`src/rtl/cs_seq_pkg.sv`:
```
package cs_seq_pkg;
  localparam int DLY_W   = 4;
  localparam int NUM_FLD = 4;
  localparam int FLD_STRIDE = 8;

  typedef enum logic [2:0] {
    ST_IDLE, ST_LEAD, ST_RUN, ST_TRAIL, ST_KEEP, ST_GAP
  } seq_state_e;

  typedef struct packed {
    logic [DLY_W-1:0] gap;
    logic [DLY_W-1:0] hold;
    logic [DLY_W-1:0] rel;
    logic [DLY_W-1:0] lead;
  } tm_t;

  // index 0 lead, 1 release, 2 hold, 3 gap
  function automatic logic [DLY_W-1:0] tm_dflt(int idx);
    return (idx == 1) ? DLY_W'(4) : DLY_W'(6);
  endfunction

  function automatic logic [DLY_W-1:0] dly_max(logic [DLY_W-1:0] a, logic [DLY_W-1:0] b);
    return (a > b) ? a : b;
  endfunction
endpackage

```
`src/rtl/cs_tm_reg.sv`:
```
module cs_tm_reg
  import cs_seq_pkg::*;
#(
  parameter int WORD_W = 32
) (
  input  logic              clk_i,
  input  logic              rst_ni,
  input  logic              we_i,
  input  logic [WORD_W-1:0] wdata_i,
  output tm_t               tm_o
);
  logic [DLY_W-1:0] fld_q [NUM_FLD];

  for (genvar g = 0; g < NUM_FLD; g++) begin : g_fld
    always_ff @(posedge clk_i or negedge rst_ni) begin
      if (!rst_ni)   fld_q[g] <= tm_dflt(g);
      else if (we_i) fld_q[g] <= wdata_i[g*FLD_STRIDE +: DLY_W];
    end
  end

  logic unused_rsvd;
  assign unused_rsvd = ^{wdata_i[31:28], wdata_i[23:20], wdata_i[15:12], wdata_i[7:4]};

  assign tm_o = '{gap: fld_q[3], hold: fld_q[2], rel: fld_q[1], lead: fld_q[0]};
endmodule

```
`src/rtl/cs_seq_fsm.sv`:
```
module cs_seq_fsm
  import cs_seq_pkg::*;
(
  input  logic clk_i,
  input  logic rst_ni,
  input  tm_t  tm_i,
  input  logic start_i,
  input  logic last_i,
  input  logic hold_cs_i,
  input  logic cs_sel_i,
  output logic cs_act_o,
  output logic run_o,
  output logic sel_o
);
  seq_state_e st_q, st_d;
  logic [DLY_W-1:0] cnt_q, cnt_d;
  logic sel_q, sel_d;
  logic [DLY_W-1:0] rel_len;

  assign rel_len = dly_max(tm_i.rel, tm_i.hold);

  always_comb begin
    st_d  = st_q;
    cnt_d = cnt_q;
    sel_d = sel_q;
    unique case (st_q)
      ST_IDLE: if (start_i) begin
        sel_d = cs_sel_i;
        cnt_d = tm_i.lead;
        st_d  = (tm_i.lead == '0) ? ST_RUN : ST_LEAD;
      end
      ST_LEAD: begin
        if (cnt_q == DLY_W'(1)) st_d = ST_RUN;
        else cnt_d = cnt_q - 1'b1;
      end
      ST_RUN: if (last_i) begin
        if (hold_cs_i) st_d = ST_KEEP;
        else if (rel_len != '0) begin st_d = ST_TRAIL; cnt_d = rel_len; end
        else begin
          cnt_d = tm_i.gap;
          st_d  = (tm_i.gap == '0) ? ST_IDLE : ST_GAP;
        end
      end
      ST_KEEP: begin
        if (start_i) st_d = ST_RUN;
        else if (!hold_cs_i) begin
          if (rel_len != '0) begin st_d = ST_TRAIL; cnt_d = rel_len; end
          else begin
            cnt_d = tm_i.gap;
            st_d  = (tm_i.gap == '0) ? ST_IDLE : ST_GAP;
          end
        end
      end
      ST_TRAIL: begin
        if (cnt_q == DLY_W'(1)) begin
          cnt_d = tm_i.gap;
          st_d  = (tm_i.gap == '0) ? ST_IDLE : ST_GAP;
        end else cnt_d = cnt_q - 1'b1;
      end
      ST_GAP: begin
        if (cnt_q == DLY_W'(1)) st_d = ST_IDLE;
        else cnt_d = cnt_q - 1'b1;
      end
      default: st_d = ST_IDLE;
    endcase
  end

  always_ff @(posedge clk_i or negedge rst_ni) begin
    if (!rst_ni) begin
      st_q  <= ST_IDLE;
      cnt_q <= '0;
      sel_q <= 1'b0;
    end else begin
      st_q  <= st_d;
      cnt_q <= cnt_d;
      sel_q <= sel_d;
    end
  end

  assign cs_act_o = (st_q == ST_LEAD) || (st_q == ST_RUN) ||
                    (st_q == ST_TRAIL) || (st_q == ST_KEEP);
  assign run_o    = (st_q == ST_RUN);
  assign sel_o    = sel_q;
endmodule

```
`src/rtl/cs_drive.sv`:
```
module cs_drive #(
  parameter int NUM_CS = 2,
  parameter int DIV_W  = 16,
  parameter int ALT_CS = 1
) (
  input  logic             cs_act_i,
  input  logic             sel_i,
  input  logic [DIV_W-1:0] main_div_i,
  input  logic [DIV_W-1:0] alt_div_i,
  input  logic             alt_div_en_i,
  output logic [NUM_CS-1:0] cs_no,
  output logic [DIV_W-1:0] div_o
);
  for (genvar g = 0; g < NUM_CS; g++) begin : g_cs
    assign cs_no[g] = !(cs_act_i && (32'(sel_i) == g));
  end

  assign div_o = (32'(sel_i) == ALT_CS && alt_div_en_i) ? alt_div_i : main_div_i;
endmodule

```
`src/rtl/cs_timing_seq.sv`:
```
module cs_timing_seq
  import cs_seq_pkg::*;
#(
  parameter int NUM_CS = 2,
  parameter int DIV_W  = 16,
  parameter int WORD_W = 32
) (
  input  logic              clk_i,
  input  logic              rst_ni,
  input  logic              tm_we_i,
  input  logic [WORD_W-1:0] tm_wdata_i,
  input  logic              start_i,
  input  logic              last_i,
  input  logic              hold_cs_i,
  input  logic              cs_sel_i,
  input  logic [DIV_W-1:0]  main_div_i,
  input  logic [DIV_W-1:0]  alt_div_i,
  input  logic              alt_div_en_i,
  output logic [NUM_CS-1:0] cs_no,
  output logic              sclk_en_o,
  output logic [DIV_W-1:0]  div_o
);
  tm_t  tm;
  logic cs_act, sel;

  cs_tm_reg #(.WORD_W(WORD_W)) u_tm (
    .clk_i, .rst_ni, .we_i(tm_we_i), .wdata_i(tm_wdata_i), .tm_o(tm)
  );

  cs_seq_fsm u_fsm (
    .clk_i, .rst_ni, .tm_i(tm), .start_i, .last_i, .hold_cs_i, .cs_sel_i,
    .cs_act_o(cs_act), .run_o(sclk_en_o), .sel_o(sel)
  );

  cs_drive #(.NUM_CS(NUM_CS), .DIV_W(DIV_W)) u_drv (
    .cs_act_i(cs_act), .sel_i(sel), .main_div_i, .alt_div_i, .alt_div_en_i,
    .cs_no, .div_o
  );
endmodule

```
`config.mk`:
```
export PLATFORM = sky130hd
export DESIGN_NAME = cs_timing_seq
export DESIGN_NICKNAME = d
export VERILOG_FILES = /design/src/rtl/cs_seq_pkg.sv /design/src/rtl/cs_tm_reg.sv /design/src/rtl/cs_seq_fsm.sv /design/src/rtl/cs_drive.sv /design/src/rtl/cs_timing_seq.sv
export SDC_FILE = /design/constraint.sdc
export NUM_CORES = 1
export LEC_CHECK = 0
export ABC_AREA = 1
export BUFFER_PORTS_ARGS = -buffer_cell sky130_fd_sc_hd__buf_2
export CAP_MARGIN = 20
export CORE_ASPECT_RATIO = 1.25
export CORE_MARGIN = 8
export CORE_UTILIZATION = 46
export DETAILED_ROUTE_END_ITERATION = 16
export PLACE_DENSITY = 0.92
export SETUP_SLACK_MARGIN = 0.15
export SYNTH_ARGS = -nofsm -noshare
export SYNTH_HDL_FRONTEND = slang
export SYNTH_SLANG_ARGS = --single-unit
```
`constraint.sdc`:
```
create_clock -name clk_i -period 2.6 [get_ports clk_i]
set_input_delay 0.13 -clock clk_i [delete_from_list [all_inputs] [get_ports clk_i]]
set_output_delay 0.13 -clock clk_i [all_outputs]
set_load 0.02 [all_outputs]
```
==> flow_metrics.tcl <==
set metrics [dict create \
    root_buffer "clkbuf_8" \
    grt_pass1_vias 1793 \
    synth.mux.area_fraction_pct 11.88 \
    arrival_ns 2.19 \
    ys_seq_elements 24 \
    maxCapViolations 0 \
    drc 0 \
    final_common_cell "buf_2" \
    setup_viol 0 \
    ys.flop_type "dfrtp_1" \
    outcome "complete, no violations" \
    clock_sinks 24 \
    gp_congestion 0.8717 \
    dieHeight_um 85.95 \
    synthAdderAreaFrac_pct 4.170 \
    wirelength_um 4690 \
    grt_pass1_wl_um 7714 \
    htreeDepth 1 \
    via_count 1812 \
    drtPass1Iterations 4 \
    fin_tns_setup_ns 0 \
    synth_compound_area_share_pct 12.65 \
    ir_drop_uv 500.7 \
    ios 91 \
    cp-start-kind "flip-flop" \
    finalHoldViolations 0 \
    setup_slack_ns 0.5727 \
    ys_types 33 \
    rsz0062_at_grt "false" \
    synth-xor-area-share_pct 0.9729 \
    synthesis.area_mm2 0.001800 \
    clockBufferDepth 2 \
    numCtsBuffers 3 \
    drv_slew 0 \
    start_util_pct 47.57 \
    cts_tree "yes" \
    skew_ns 0.005294 \
    slew_headroom_pct 59.66 \
    drive_gt1_share_pct 41.61 \
    seq_area_frac_synth_pct 33.84 \
    critPathCaptureType "flip-flop" \
    gr-total-overflow 0 \
    powerDensity_mw_per_mm2 836.8 \
    rows 25 \
    syn-instance-count 236 \
    postSynth.asyncResetShare_pct 100.0 \
    synth-edff-count 0 \
    syn-num-nets 314 \
    clk_pin_slew_ns 0.08 \
    core-area_mm2 0.003785 \
    whs_ns 0.07096 \
    wl_per_cell_um 12.88 \
    min_period_over_period_pct 77.97 \
    die_x_um 71.96 \
    cp.required_ns 2.76 \
    portBuffers 74 \
    tightest_slew_ns 0.6036 \
    die-area_mm2 0.006184 \
    fill_cells 367 \
    fin_util_pct 59.87 \
    grt_start_max_net_pins 30 \
    fin_nets 389 \
    grtUsageTotal_pct 15.14 \
    max_freq_mhz 493.3 \
    n_antenna_cell 0 \
    yosys.area_share.simple_pct 27.03 \
    detailed_place_hpwl_um 3964 \
    antenna_found_initial 0 \
    synth_top_family_by_area "simple AND/OR/NAND/NOR gates" \
    p_leak_uw 0.001213 \
    syn2layout_area_growth_pct 25.85 \
    drt_iter0_drc 74 \
    insertion_delay_ns 0.26 \
    layout_min_cycle_time_ns 2.027 \
    post-place-ws_ns 0.5697 \
    mostFrequentLayoutCells "buf_2 (74), nand2_1 (61), inv_1 (31)" \
    ys.warnings.count 0 \
    routed_via_density 4.978 \
    path_class "reg -> reg" \
    hold_class "in -> reg" \
    ant_nets 0 \
    cts_resized 0 \
    synth.avg_cell_area_um2 7.629 \
    cp_max_fo 6 \
]
[through the flow]
step                      area [um2]  power, uW  std cells
after floorplan                 1800       1407        236
after global placement          2211       1630        359
after detailed placement        2211       1675        359
after CTS                       2266       1903        364
after global routing            2266       2071        364
final                           2266       1896        364
[cells in the mapped netlist (6+ instances only)]
library cell  number  area share (%)
dfrtp_1           17              24
ha_1               6             4.2
mux2_2            19              12
inv_1             31             6.5
inv_2              7             1.5
dfstp_2            7              10
a21oi_1            6             1.7
nor2_1             7             1.5
nand2_1           61              13
o21ai_0           21             5.8
nand3_1           13             3.6
nand2_2            7             2.4
[worst paths after layout]
kind                                                from                   endpoint  slack, ns  depth (start not counted)
worst min register to register  u_tm.tm_o[9]$_DFFE_PN1P_   u_tm.tm_o[9]$_DFFE_PN1P_       0.52                          2
max in group asynchronous                         rst_ni   u_tm.tm_o[9]$_DFFE_PN1P_       1.87                          2
min in group asynchronous                         rst_ni   u_tm.tm_o[0]$_DFFE_PN0P_       0.36                          2
worst max register to register  u_tm.tm_o[9]$_DFFE_PN1P_  u_fsm.st_q[0]$_DFFE_PN0P_       0.57                         16
worst max-delay path            u_tm.tm_o[9]$_DFFE_PN1P_  u_fsm.st_q[0]$_DFFE_PN0P_       0.57                         16
worst min-delay path                       tm_wdata_i[0]   u_tm.tm_o[0]$_DFFE_PN0P_       0.07                          3
[power breakdown]
group / switching [uW] / internal [uW]
registers: 77.4 / 469
logic: 693 / 433
clock network: 114 / 109
[cell families (layout without fill, tap and decap cells)]
kind of cell | Yosys count | count (layout)
XOR/XNOR | 2 | 2
flip-flops | 24 | 24
buffers and inverters | 43 | 117
multiplexers | 19 | 19
AND/OR/NAND/NOR | 102 | 102
adder cells (fa/ha/maj) | 6 | 6
AO/OA/AOI/OAI | 40 | 40
[worst max-delay path, cell delays in order (launching register included)]
cell     delay (ns)
dfstp_2        0.52
inv_1          0.05
ha_1           0.30
nand2_1        0.08
nand2_1        0.05
nand2_1        0.06
nand2_2        0.08
nand2_2        0.10
nand2_1        0.05
nand2_1        0.08
nand2_1        0.08
inv_2          0.11
nand2_2        0.07
o21ai_1        0.11
nand2_1        0.06
nand2_1        0.05
nand2_1        0.06
[repair_timing]
action	in CTS	in global routing
endpoints found under the hold margin	17	0
setup buffers	0	0
hold buffers	1	0
[layer usage]
metal	wire [um]	share of wire, %	GRT usage [%]	vias up
met1	1922	41	15.60	808
met3	545	12	5.834	10
met4	95	2.0	5.587	0
met5	0	0	0	-
li1	-	-	-	907
met2	2127	45	26.83	87
[flip-flops by register name (all words and copies together), names as in the netlist]
signal,count
u_fsm.st_q,3
u_fsm.sel_o,1
u_fsm.cnt_q,4
u_tm.tm_o,16
[layout make-up]
cell class | instances | area [um2] | share of cell area, %
clock buffers | 4 | 45.04 | 1.988
inverters | 38 | 142.6 | 6.295
multi-input cells | 169 | 1021 | 45.06
flip-flops and latches | 24 | 609.3 | 26.89
well taps | 54 | 67.56 | 2.982
repair buffers | 75 | 380.4 | 16.79
Note: power is estimated with default switching activity, not from simulation.
